**src/rtl/slice_timer.sv**
```systemverilog
module slice_timer #(
  parameter int CNT_W = 16
) (
  input  logic             clk,
  input  logic             rst_n,
  input  logic             user_mode,
  input  logic             load_stb,
  input  logic [CNT_W-1:0] load_val,
  input  logic             rearm,
  input  logic             tick,
  output logic [CNT_W-1:0] count,
  output logic             irq,
  output logic             trap
);

  localparam logic [CNT_W-1:0] ONE = CNT_W'(1);

  logic [CNT_W-1:0] slice;
  logic             req;
  logic             wr_ok;
  logic             dec;

  assign req   = load_stb | rearm;
  assign wr_ok = req & ~user_mode;
  assign dec   = tick & ~wr_ok & (count != '0);

  always_ff @(posedge clk) begin
    if (!rst_n) begin
      count <= '0;
      slice <= '0;
      irq   <= 1'b0;
      trap  <= 1'b0;
    end else begin
      trap <= req & user_mode;
      irq  <= dec & (count == ONE);
      if (wr_ok)
        count <= load_stb ? load_val : slice;
      else if (dec)
        count <= count - ONE;
      if (wr_ok && load_stb)
        slice <= load_val;
    end
  end

  AST_LOAD_TAKES: assert property (@(posedge clk) disable iff (!rst_n)
    (load_stb && !user_mode) |=> count == $past(load_val));

  AST_TICK_DEC: assert property (@(posedge clk) disable iff (!rst_n)
    (!req && tick && count != '0) |=> count == $past(count) - ONE);

  AST_IDLE_HOLD: assert property (@(posedge clk) disable iff (!rst_n)
    (!req && !tick) |=> $stable(count));

  AST_IRQ_AT_ZERO: assert property (@(posedge clk) disable iff (!rst_n)
    irq |-> (count == '0 && $past(count) == ONE && $past(tick)));

  AST_IRQ_PULSE: assert property (@(posedge clk) disable iff (!rst_n)
    irq |=> !irq);

  AST_USER_BLOCKED: assert property (@(posedge clk) disable iff (!rst_n)
    (req && user_mode && !tick) |=> ($stable(count) && trap));

  AST_TRAP_PULSE: assert property (@(posedge clk) disable iff (!rst_n)
    (trap && !$past(req)) |-> 1'b0);

endmodule

```
**config.mk**
```make
export PLATFORM = sky130hd
export DESIGN_NAME = slice_timer
export DESIGN_NICKNAME = d
export VERILOG_FILES = /design/src/rtl/slice_timer.sv
export SDC_FILE = /design/constraint.sdc
export NUM_CORES = 1
export LEC_CHECK = 0
export ABC_AREA = 1
export BUFFER_PORTS_ARGS = -buffer_cell sky130_fd_sc_hd__buf_2
export CAP_MARGIN = 10
export CELL_PAD_IN_SITES_DETAIL_PLACEMENT = 2
export CELL_PAD_IN_SITES_GLOBAL_PLACEMENT = 2
export CORE_UTILIZATION = 31
export CTS_BUF_LIST = sky130_fd_sc_hd__clkbuf_16
export CTS_CLUSTER_DIAMETER = 80
export DETAILED_ROUTE_END_ITERATION = 8
export HOLD_SLACK_MARGIN = 0.02
export PLACE_DENSITY_LB_ADDON = 0.1
export SLEW_MARGIN = 15
export SYNTH_ARGS = -nofsm -noshare
export SYNTH_HDL_FRONTEND = slang
export SYNTH_SLANG_ARGS = --single-unit
```
**constraint.sdc**
```tcl
create_clock -name clk -period 3.9 [get_ports clk]
set_clock_uncertainty 0.1 [all_clocks]
set_input_delay 0.975 -clock clk [delete_from_list [all_inputs] [get_ports clk]]
set_output_delay 0.975 -clock clk [all_outputs]
set_load 0.01 [all_outputs]
```
After elaboration in Yosys (flattened, before gate mapping). Index checks and enable logic that the tools add are counted.

$add $sub $neg: 1. Multiply operators: 0. Div/mod/pow operators: 0. Order comparisons: 0. Equality and inequality tests: 1. Shifts and indexed selects: 0. Multiplexer cells: 3. Bitwise gates (word level): 8. Reduce and logical (&&, ||, !) cells: 3.

Operators by type and width (count): $mux W16 (3); $eq A16 B1 Y1 const B (1); $reduce_bool A16 Y1 (1); $sub A16 B1 Y16 const B (1); $and A1 B1 Y1 (5); $not A1 Y1 (2); $reduce_bool A2 Y1 (1); $logic_and A1 B1 Y1 (1); $or A1 B1 Y1 (1).

Bits in registers: 34. Latch bits: 0. Bits in writable memories: 0. ROM bits: 0. Input bits: 22. Output and inout bits: 18. Logic and storage cells: 20. Memories kept: 0.

Depth between registers and ports, before layout. Gate-level depths: netlist of run 1.

Depth after elaboration: 7. Gate-level depth with buffers: 11. Depth with buffers taken out: 11.

Least setup slack after synthesis of run 1. OpenSTA, ideal clock, no wires.

Path type: input -> register. Start point: input load_stb. End point: register count[14]. Setup time: 0.115 ns. Arrival time: 1.871 ns. Data required time: 3.685 ns. Slack: 1.814 ns. Cell stages on the path: 10. Path buffers: 2. Cells stage by stage: buf_4 > nor2_4 > nor2_8 > nor2_4 > nand2_4 > nand2_2 > buf_6 > nand2_1 > a21oi_1 > nor2_1.

Cells in the longest elaborated chain, start to end: 6. Elaborated cells between the ends (all ways): 8. Classes of those cells: 2 x mux; 5 x bitwise; 1 x reduce/logical.

Ends and longest elaborated chain: from (decl) (RTL line 7) `input logic load_stb,`; $or A1 B1 Y1 (RTL line 23) `assign req = load_stb | rearm;`; $and A1 B1 Y1 (RTL line 24) `assign wr_ok = req & ~user_mode;`; $not A1 Y1 (RTL line 25) `assign dec = tick & ~wr_ok & (count != '0);`; $and A1 B1 Y1 (2 in a row) (RTL line 25); $reduce_bool A2 Y1 (no line); to (signal assigned) (RTL line 37) `count <= load_stb ? load_val : slice;`; to (signal assigned) (RTL line 39) `count <= count - ONE;`; to (decl) (RTL line 11) `output logic [CNT_W-1:0] count,`.

Parallel ways exist; a longest one is shown, timed or not. A chain may end at the register's enable or synchronous reset.

Worst setup path after layout of run 1.
Start point: input load_stb. End point: register count[12].

The elaborated chain is that of the path after synthesis.

==> results of run 1 <==
cell usage after synthesis (2+ instances only):
cell type  number  share of area [%]
nor2_8          2                2.0
or2_2           3               0.93
nor2_2          3               0.93
clkbuf_1        3               0.56
buf_2           7                1.7
xor2_1          2               0.86
dfxtp_1        34                 34
nand2_1        82                 15
a21oi_1        22                5.4
nand2_2         4                1.2
nor2_4          5                2.8
a31oi_1         3               0.93
inv_1          25                4.6
o21ai_0        16                4.0
o21ai_1         4               0.99
nand2_4         2                1.1
o211ai_1        3                1.1
ha_1            2                1.2
nand3_1        39                9.6
buf_6           2                1.1
nor2_1         37                6.9
inv_2           2               0.37
final cells by class:
class	instances	area [um^2]
Fill cell	792	3920
Multi-Input combinational cell	236	1160
Sequential cell	34	681
Timing Repair Buffer	41	210
Clock buffer	5	125
Inverter	28	105
Tap cell	77	96.3
Clock inverter	2	10.0
state kept, by name (all words and copies together) (netlist names):
signal	cells
slice	16
count	16
irq	1
trap	1
where the power goes:
| group | switching [W] | leakage (nW) | total [W] | internal, W |
|---|---|---|---|---|
| combinational | 0.000218 | 0.807 | 0.000332 | 0.000114 |
| sequential | 0.0000349 | 0.280 | 0.000412 | 0.000378 |
| clock | 0.000151 | 0.0694 | 0.000382 | 0.000231 |
| total | 0.000404 | 1.16 | 0.00113 | 0.000722 |
layer usage:
metal  vias up  track usage, %  routed length (um)
met2        33            36.5                3390
met5         -               0                   0
li1       1070               -                   -
met3         8            3.18                 190
met4         0            5.64                  68
met1      1042            27.5                3260
logic make-up after synthesis:
group / count (synthesis) / share of synthesized area, %
AO/OA/AOI/OAI: 51 / 13.5
buffers and inverters: 41 / 8.95
AND/OR/NAND/NOR: 181 / 41.9
XOR/XNOR: 2 / 0.864
flip-flops: 34 / 33.6
adder cells (fa/ha/maj): 2 / 1.23
metrics by stage:
stage / cells / hold slack, ps / total power (W) / setup slack (ps) / utilization, %
after global placement: 416 / 341 / 0.000741 / 1290 / 35.8
after detailed placement: 416 / 352 / 0.000753 / 1140 / 35.8
after CTS: 423 / 359 / 0.00114 / 1430 / 37.9
after global routing: 423 / 376 / 0.00120 / 1330 / 37.9
final: 423 / 353 / 0.00113 / 1460 / 37.9
after floorplan: 311 / 325 / 0.000649 / 1810 / -
path summary, 6_finish.rpt:
kind	startpoint	endpoint	slack [ps]	cells past startpoint
setup reg to reg	count[0]$_SDFFE_PN0P_	count[12]$_SDFFE_PN0P_	1880	10
hold / removal	slice[13]$_SDFFE_PN0P_	slice[13]$_SDFFE_PN0P_	350	2
hold reg to reg	slice[13]$_SDFFE_PN0P_	slice[13]$_SDFFE_PN0P_	350	2
setup / recovery	load_stb	count[12]$_SDFFE_PN0P_	1460	8
worst register-to-register path, cell delays in order, from the launching register on:
cell and delay, ps:
dfxtp_1 400, inv_1 100, ha_1 260, nand2_2 160
nor2_8 70, nand2_4 100, nand2_4 130, nand2_2 240
o21ai_0 170, nor2_1 130, nor2_1 50
==> impl_metrics.env, run 1 <==
export IMPL_path_clk_slew_ps=50
export IMPL_crit_type="in -> reg"
export IMPL_ys_warnings_count=0
export IMPL_cts_setup_buffers=0
export IMPL_grt_usage_pct=21.2
export IMPL_required_ps=3970
export IMPL_clk_latency_ps=280
export IMPL_cp_num_buf_inv=2
export IMPL_status="completed"
export IMPL_antenna_found_initial=0
export IMPL_hold_buffers=0
export IMPL_cts_resized=0
export IMPL_path_max_fanout=21
export IMPL_initial_utilization_pct=32.1
export IMPL_grt_pass1_wl_mm=11.5
export IMPL_finalSetupViolations=0
export IMPL_worst_slew_pin_slew_ps=530
export IMPL_timing_hold_violations_final=0
export IMPL_synthFlopType="dfxtp_1"
export IMPL_gp_congestion=0.705
export IMPL_layout_drive_gt1_share_pct=19.9
export IMPL_core_area_mm2=0.00631
export IMPL_firstDrtPassIters=4
export IMPL_boundaryPins=40
export IMPL_rsz0062_at_grt="false"
export IMPL_cp_start_kind="input pin"
export IMPL_wl_mm=6.90
export IMPL_antenna_cells=0
export IMPL_p_per_area_mw_per_mm2=470
export IMPL_ant_nets=0
export IMPL_setup_tns_ps=0
export IMPL_max_cap_viol_count=0
export IMPL_hpwlAfterDp_mm=5.12
export IMPL_synth_edf_count=0
export IMPL_htree_levels=2
export IMPL_post_drt_wl_per_cell_um=16.3
export IMPL_drt_iter0_drc=71
export IMPL_fin_area_mm2=0.00239
export IMPL_syn_inst=311
export IMPL_fp_dieH_um=82.9
export IMPL_syn_area_mm2=0.00203
export IMPL_yosysSeqAreaShare_pct=33.6
export IMPL_grt_pass1_vias=2293
export IMPL_clockBufferDepth=2
export IMPL_synth_nets=335
export IMPL_dieArea_mm2=0.00687
export IMPL_netlist_cell_type_count=31
export IMPL_rows=29
export IMPL_async_flop_share_pct=0
export IMPL_vdd_drop_max_mv=0.194
export IMPL_portBuffers=39
export IMPL_crit_chain="buf_2 > nor2_4 > nor2_8 > inv_2 > nand2_2 > o21ai_0 > nor2_1 > nor2_1"
export IMPL_grt_max_degree=22
export IMPL_die_width_um=82.9
export IMPL_crit_family="simple AND/OR/NAND/NOR gates"
export IMPL_syn_avg_cell_area_um2=6.52
export IMPL_min_path_type="reg -> reg"
export IMPL_viasPerCell=5.09
export IMPL_crit_path_end_kind="register"
export IMPL_final_common_cell="nand2_1"
export IMPL_ys_seq_elements=34
export IMPL_cpPeakStageDelay_ps=300
export IMPL_relSlewSlack_pct=64.7
export IMPL_num_vias=2153
export IMPL_cp_slowest_cell="buf_2"
export IMPL_leakage_nw=1.16
export IMPL_cts_root_buf="clkbuf_16"
export IMPL_post_route_period_util_pct=62.5
export IMPL_layout_nets=370
export IMPL_fmax_mhz=410
export IMPL_cp_arrival_ps=2510
export IMPL_clkSinkCount=34
export IMPL_cts_tree="done"
export IMPL_final_cell_mix="82 x nand2_1, 39 x nand3_1, 39 x buf_2"
export IMPL_post_route_drc_count=0
export IMPL_min_period_ps=2440
export IMPL_maxSlewViolCount=0
export IMPL_dpl_cell_area_mm2=0.00226
export IMPL_area_growth_pct=18.0
export IMPL_cts_inserted_buffers=5
export IMPL_crit_top_cell="nor2_1"
export IMPL_grt_overflow=0
Note: power is estimated with default switching activity, not from simulation.
==> run 2, diff against run 1 <==
--- a/config.mk
+++ b/config.mk
@@ -10,7 +10,7 @@
 export CAP_MARGIN = 10
 export CELL_PAD_IN_SITES_DETAIL_PLACEMENT = 2
 export CELL_PAD_IN_SITES_GLOBAL_PLACEMENT = 2
-export CORE_UTILIZATION = 31
+export CORE_UTILIZATION = 26
 export CTS_BUF_LIST = sky130_fd_sc_hd__clkbuf_16
 export CTS_CLUSTER_DIAMETER = 80
 export DETAILED_ROUTE_END_ITERATION = 8
==> constraint.sdc (replaced) <==
create_clock -name clk -period 2.04 [get_ports clk]
set_clock_uncertainty 0.1 [all_clocks]
set_input_delay 0.51 -clock clk [delete_from_list [all_inputs] [get_ports clk]]
set_output_delay 0.51 -clock clk [all_outputs]
set_load 0.01 [all_outputs]
==> run 2 against run 1 <==
  * Sequential share of layout area decreased by 1.9 points
  * Via count grew 1.7%
  * Critical path depth increased by 3
  * Power grew 110%
  * First-iteration DRC count fell by 9.9%
  * Worst setup slack got worse by 1300 ps
  * Combinational power grew 100%
  * Worst hold slack barely moved
  * Critical endpoint is now count[9]$_SDFFE_PN0P_
==> impl_metrics.env, run 2 (synthesized netlist as in run 1, its figures left out) <==
export IMPL_status="completed"
export IMPL_fp_dieH_um=90.3
export IMPL_cp_num_buf_inv=3
export IMPL_fin_ws_ps=202
export IMPL_portBuffers=39
export IMPL_cts_resized=0
export IMPL_min_path_type="reg -> reg"
export IMPL_cp_arrival_ps=1920
export IMPL_grt_max_degree=20
export IMPL_antenna_cells=0
export IMPL_max_cap_viol_count=0
export IMPL_required_ps=2120
export IMPL_rsz0062_at_grt="false"
export IMPL_cp_start_kind="register"
export IMPL_clk_latency_ps=280
export IMPL_path_depth=11
export IMPL_num_vias=2189
export IMPL_clkSinkCount=34
export IMPL_final_cell_mix="82 x nand2_1, 39 x nand3_1, 39 x buf_2"
export IMPL_timing_hold_violations_final=0
export IMPL_drt_iter0_drc=64
export IMPL_layout_drive_gt1_share_pct=23.1
export IMPL_hpwlAfterDp_mm=5.52
export IMPL_post_route_period_util_pct=90.1
export IMPL_layout_nets=382
export IMPL_cp_slowest_cell="dfxtp_1"
export IMPL_fmax_mhz=544
export IMPL_post_route_drc_count=0
export IMPL_crit_top_cell="inv_1"
export IMPL_firstDrtPassIters=6
export IMPL_worstReg2RegStart="count[1]$_SDFFE_PN0P_"
export IMPL_critPathLaunch="count[1]$_SDFFE_PN0P_"
export IMPL_comb_power_share_pct=29.0
export IMPL_leakage_nw=1.24
export IMPL_worst_slew_pin_slew_ps=352
export IMPL_n_fill_cell=946
export IMPL_cpPeakStageDelay_ps=320
export IMPL_cts_inserted_buffers=5
export IMPL_reg2reg_to="count[9]$_SDFFE_PN0P_"
export IMPL_gp_congestion=0.817
export IMPL_relSlewSlack_pct=76.5
export IMPL_cts_root_buf="clkbuf_16"
export IMPL_ant_nets=0
export IMPL_intPower_w=0.00154
export IMPL_crit_end="count[9]$_SDFFE_PN0P_"
export IMPL_power_frac_clock_pct=37.5
export IMPL_crit_type="reg -> reg"
export IMPL_vdd_drop_max_mv=0.404
export IMPL_grt_overflow=0
export IMPL_area_growth_pct=26.3
export IMPL_crit_chain="inv_1 > ha_2 > nand2_2 > nor2_8 > nand2_4 > nand2_4 > inv_1 > nand2_1 > nand3_1 > nand2_1 > inv_1"
export IMPL_min_period_ps=1840
export IMPL_initial_utilization_pct=27.4
export IMPL_dieArea_mm2=0.00815
export IMPL_grt_usage_pct=18.5
export IMPL_post_drt_wl_per_cell_um=15.5
export IMPL_fin_hold_ws_ps=353
export IMPL_path_clk_slew_ps=60
export IMPL_finalSetupViolations=0
export IMPL_final_common_cell="nand2_1"
export IMPL_reg2reg_setup_slack_ps=200
export IMPL_viasPerCell=4.78
export IMPL_path_max_fanout=16
export IMPL_antenna_found_initial=0
export IMPL_hold_buffers=0
export IMPL_r2r_cells=11
export IMPL_power_switching_w=0.000792
export IMPL_htree_levels=2
export IMPL_grt_pass1_wl_mm=11.9
export IMPL_cts_setup_buffers=0
export IMPL_die_width_um=90.3
export IMPL_power_frac_seq_pct=33.5
export IMPL_maxSlewViolCount=0
export IMPL_grt_pass1_vias=2307
export IMPL_clockBufferDepth=2
export IMPL_wl_mm=7.09
export IMPL_dp_slack_ps=89.8
export IMPL_cts_tree="done"
export IMPL_setup_tns_ps=0
export IMPL_top_regs="count x16, slice x16"
export IMPL_sw_frac_of_total_pct=34.0
export IMPL_crit_path_end_kind="register"
export IMPL_core_area_mm2=0.00741
export IMPL_crit_family="simple AND/OR/NAND/NOR gates"
export IMPL_boundaryPins=40
export IMPL_rows=31
export IMPL_p_per_area_mw_per_mm2=910
export IMPL_p_total_w=0.00233
==> run 2: final cells by class <==
| type | count | area, um^2 | share of cell area (%) |
|---|---|---|---|
| clock buffers | 5 | 125 | 4.89 |
| well taps | 99 | 124 | 4.84 |
| flip-flops and latches | 34 | 681 | 26.6 |
| multi-input cells | 236 | 1170 | 45.8 |
| inverters | 28 | 105 | 4.11 |
| repair buffers | 53 | 313 | 12.2 |
| clock inverters | 3 | 40.0 | 1.56 |
==> run 2: worst reg2reg max path, delay by kind of cell, from the launching register on <==
family / cells / cell delay [ps]
simple gates: 7 / 790
flops: 1 / 320
buf+inv: 3 / 310
fa+ha+maj: 1 / 240
==> run 2: power by group through the flow <==
stage | combinational (W) | sequential, W | clock (W)
2_1_floorplan | 0.000436 | 0.000804 | 0
3_3_place_gp | 0.000670 | 0.000794 | 0
3_5_place_dp | 0.000682 | 0.000797 | 0
4_1_cts | 0.000685 | 0.000783 | 0.000903
5_1_grt | 0.000765 | 0.000791 | 0.000919
6_report | 0.000676 | 0.000781 | 0.000873
==> run 2: metrics by stage <==
step           cells  utilization [%]  cell area, um^2
2_1_floorplan    311                -             2030
3_3_place_gp     450             32.2             2390
3_5_place_dp     450             32.2             2390
4_1_cts          458             34.5             2550
5_1_grt          458             34.6             2560
6_report         458             34.6             2560
==> run 2: how the worst min path moves through the flow <==
| stage | slack (ps) | start | to | cells after the start |
|---|---|---|---|---|
| detailed placement | 350 | slice[14]$_SDFFE_PN0P_ | slice[14]$_SDFFE_PN0P_ | 2 |
| global placement | 330 | slice[14]$_SDFFE_PN0P_ | slice[14]$_SDFFE_PN0P_ | 2 |
| CTS | 360 | slice[14]$_SDFFE_PN0P_ | slice[14]$_SDFFE_PN0P_ | 2 |
| global route | 380 | slice[14]$_SDFFE_PN0P_ | slice[14]$_SDFFE_PN0P_ | 2 |
| floorplan | 320 | slice[13]$_SDFFE_PN0P_ | slice[13]$_SDFFE_PN0P_ | 2 |
| finish | 350 | slice[13]$_SDFFE_PN0P_ | slice[13]$_SDFFE_PN0P_ | 2 |
==> run 2: layer usage <==
metal	track usage, %	routed length [um]	vias to the layer above
li1	-	-	1096
met1	25.0	3510	1055
met2	30.7	3410	34
met3	2.69	141	4
met4	4.97	33	0
met5	0	0	-
==> run 3, diff against run 2 <==
--- a/config.mk
+++ b/config.mk
@@ -5,12 +5,10 @@
 export SDC_FILE = /design/constraint.sdc
 export NUM_CORES = 1
 export LEC_CHECK = 0
-export ABC_AREA = 1
 export BUFFER_PORTS_ARGS = -buffer_cell sky130_fd_sc_hd__buf_2
-export CAP_MARGIN = 10
 export CELL_PAD_IN_SITES_DETAIL_PLACEMENT = 2
 export CELL_PAD_IN_SITES_GLOBAL_PLACEMENT = 2
-export CORE_UTILIZATION = 26
+export CORE_UTILIZATION = 29
 export CTS_BUF_LIST = sky130_fd_sc_hd__clkbuf_16
 export CTS_CLUSTER_DIAMETER = 80
 export DETAILED_ROUTE_END_ITERATION = 8
==> run 3 against run 2 <==
  * Worst setup slack worse by 320 ps
  * Synthesized cell count decreased by 28%
  * Non-clock buffer count increased by 31
  * The flow now finishes with violations (setup timing)
  * Count of clock-buffer cells in the layout unchanged
  * Highest routed layer unchanged
  * First-iteration DRC count shrank 19%
  * Final cell count shrank 18%
  * Die area fell by 16%
  * Global-route usage grew 2.7 points
  * Critical endpoint unchanged
  * Fmax fell by 15%
  * Synthesized area decreased by 6.2%
  * Sequential cell count unchanged
  * Largest cell class unchanged
  * Routed wire length up 1.4%
==> impl_metrics.env, run 3 <==
export IMPL_status="complete, but fails checks"
export IMPL_violations="setup timing"
export IMPL_maxSlewViolCount=0
export IMPL_worstReg2RegStart="count[1]$_SDFFE_PN0P_"
export IMPL_clk_latency_ps=280
export IMPL_grt_pass1_wl_mm=11.6
export IMPL_top_regs="count x16, slice x16"
export IMPL_r2r_cells=5
export IMPL_grt_pass1_vias=2252
export IMPL_critPathLaunch="count[1]$_SDFFE_PN0P_"
export IMPL_fmax_mhz=464
export IMPL_antenna_cells=0
export IMPL_synth_top_area_cell="dfxtp_1"
export IMPL_syn_area_mm2=0.00190
export IMPL_path_clk_slew_ps=60
export IMPL_cts_tree="done"
export IMPL_crit_type="reg -> reg"
export IMPL_grt_busiest_layer="met2"
export IMPL_crit_end="count[9]$_SDFFE_PN0P_"
export IMPL_clockBufferDepth=2
export IMPL_hp_start="slice[10]$_SDFFE_PN0P_"
export IMPL_syn_avg_cell_area_um2=8.45
export IMPL_leakage_nw=1.14
export IMPL_area_growth_pct=44.9
export IMPL_dieArea_mm2=0.00688
export IMPL_vdd_drop_max_mv=0.322
export IMPL_required_ps=2140
export IMPL_netlist_cell_type_count=47
export IMPL_min_path_type="reg -> reg"
export IMPL_synth_edf_count=0
export IMPL_syn_inst=225
export IMPL_yosysTopAreaCellShare_pct=35.8
export IMPL_fp_dieH_um=83.0
export IMPL_gp_congestion=0.739
export IMPL_worst_slew_pin_slew_ps=462
export IMPL_cp_start_kind="register"
export IMPL_path_max_fanout=6
export IMPL_rows=29
export IMPL_use_met1_pct=25.6
export IMPL_synthFlopType="dfxtp_1"
export IMPL_min_period_ps=2160
export IMPL_viasPerCell=5.48
export IMPL_clkSinkCount=34
export IMPL_die_width_um=83.0
export IMPL_grt_max_degree=25
export IMPL_crit_chain="buf_6 > or3b_4 > or3_4 > or4b_4 > a31oi_2"
export IMPL_portBuffers=39
export IMPL_post_route_drc_count=0
export IMPL_dpl_cell_area_mm2=0.00242
export IMPL_final_cell_mix="43 x nand2_1, 39 x buf_2, 39 x buf_4"
export IMPL_reg2reg_setup_slack_ps=-120
export IMPL_cts_root_buf="clkbuf_16"
export IMPL_relSlewSlack_pct=68.9
export IMPL_layout_nets=323
export IMPL_boundaryPins=40
export IMPL_antenna_found_initial=0
export IMPL_crit_family="simple AND/OR/NAND/NOR gates"
export IMPL_synth_top_cells_by_area="dfxtp_1 36%, nand2_1 8.5%, mux2_2 6.5%, a21boi_0 6.3%, o21ai_0 3.4%"
export IMPL_max_cap_viol_count=0
export IMPL_synth_most_common_cell="nand2_1"
export IMPL_ys_warnings_count=0
export IMPL_post_route_period_util_pct=106
export IMPL_layout_drive_gt1_share_pct=43.8
export IMPL_cpPeakStageDelay_ps=530
export IMPL_ant_nets=0
export IMPL_rsz0062_at_grt="true"
export IMPL_drt_iter0_drc=52
export IMPL_fin_ws_ps=-116
export IMPL_core_area_mm2=0.00635
export IMPL_grt_usage_pct=21.2
export IMPL_reg2reg_to="count[9]$_SDFFE_PN0P_"
export IMPL_wl_mm=7.19
export IMPL_cp_slowest_cell="or4b_4"
export IMPL_htree_levels=2
export IMPL_grt_use_met2_pct=38.2
export IMPL_yosysSeqAreaShare_pct=35.8
export IMPL_grtUsageMet3_pct=3.28
export IMPL_num_vias=2061
export IMPL_cts_inserted_buffers=5
export IMPL_n_fill_cell=707
export IMPL_synth_commonest_cells="43 x nand2_1, 34 x dfxtp_1, 16 x a21boi_0"
export IMPL_finalSetupViolations=6
export IMPL_fin_area_mm2=0.00275
export IMPL_post_drt_wl_per_cell_um=19.1
export IMPL_grt_overflow=0
export IMPL_async_flop_share_pct=0
export IMPL_firstDrtPassIters=4
export IMPL_cp_num_buf_inv=1
export IMPL_crit_path_end_kind="register"
export IMPL_hold_buffers=0
export IMPL_final_common_cell="nand2_1"
export IMPL_path_depth=5
export IMPL_timing_hold_violations_final=0
export IMPL_ys_seq_elements=34
export IMPL_cp_arrival_ps=2260
export IMPL_p_per_area_mw_per_mm2=825
export IMPL_initial_utilization_pct=29.9
export IMPL_fin_hold_ws_ps=362
export IMPL_synth_nets=249
export IMPL_hpwlAfterDp_mm=4.77
## run 3: changes by cell type after synthesis, moves of 6 or more
cell / change
nor4_1: +6
clkbuf_1: +6
nand2_1: -39
a21boi_0: +16
mux2_2: +11
nor2_1: -32
a21oi_1: -19
inv_1: -23
buf_2: -6
or4_1: +6
nand3_1: -33
## run 3: worst min path at each step
stage / endpoint / slack [ps] / cells past startpoint
floorplan: slice[10]$_SDFFE_PN0P_ / 340 / 2
global placement: slice[13]$_SDFFE_PN0P_ / 350 / 2
detailed placement: slice[10]$_SDFFE_PN0P_ / 360 / 2
CTS: slice[10]$_SDFFE_PN0P_ / 370 / 2
global route: slice[11]$_SDFFE_PN0P_ / 390 / 2
finish: slice[10]$_SDFFE_PN0P_ / 360 / 2
## run 3: kinds of logic (layout without fill, tap and decap cells)
group	Yosys count	after routing	synth area share [%]
simple gates	94	95	26.4
compound gates	59	59	21.5
buf+inv	20	93	5.86
fa+ha+maj	2	2	1.32
flops	34	34	35.8
mux	15	15	8.62
xor+xnor	1	1	0.461
## run 3: what timing repair did
action | in CTS | in global routing
setup buffers | 4 | 2
pin swaps | 8 | 2
endpoints found under the hold margin | 0 | 0
endpoints found under the setup margin | 13 | 13
cloned | 1 | 0
gates resized for setup | 19 | 10
## run 3: layout make-up
class	count	area (um^2)	share of cell area [%]
inverters	2	7.51	0.273
clock inverters	2	33.8	1.23
clock buffers	5	125	4.54
repair buffers	84	573	20.8
well taps	77	96.3	3.50
flip-flops and latches	34	689	25.0
multi-input cells	172	1230	44.6
## run 3: per-stage QoR
stage	total power, W	setup TNS [ps]	instances	util [%]	setup slack, ps
2_1_floorplan	0.00106	-829	225	-	-192
3_3_place_gp	0.00129	-1410	362	38.1	-265
3_5_place_dp	0.00131	-2040	362	38.1	-311
4_1_cts	0.00225	-580	374	42.5	-114
5_1_grt	0.00237	-835	376	43.4	-165
6_report	0.00227	-435	376	43.4	-116
## run 3: power by group
part           internal (W)  switching, W
registers          0.000714     0.0000366
clock network      0.000566      0.000295
logic              0.000327      0.000333
total               0.00161      0.000665
## run 3: worst min-delay path: cells and delay by family (launching register included)
| family | cells | cell delay [ps] |
|---|---|---|
| AOI/OAI and AO/OA | 1 | 60 |
| DFF | 1 | 300 |
| and+or+nand+nor | 1 | 50 |
## run 3: per-layer routing
layer	vias to the layer above	share of wire [%]
met5	-	0
met2	37	51
met4	0	1.6
li1	975	-
met1	1038	45
met3	11	2.7
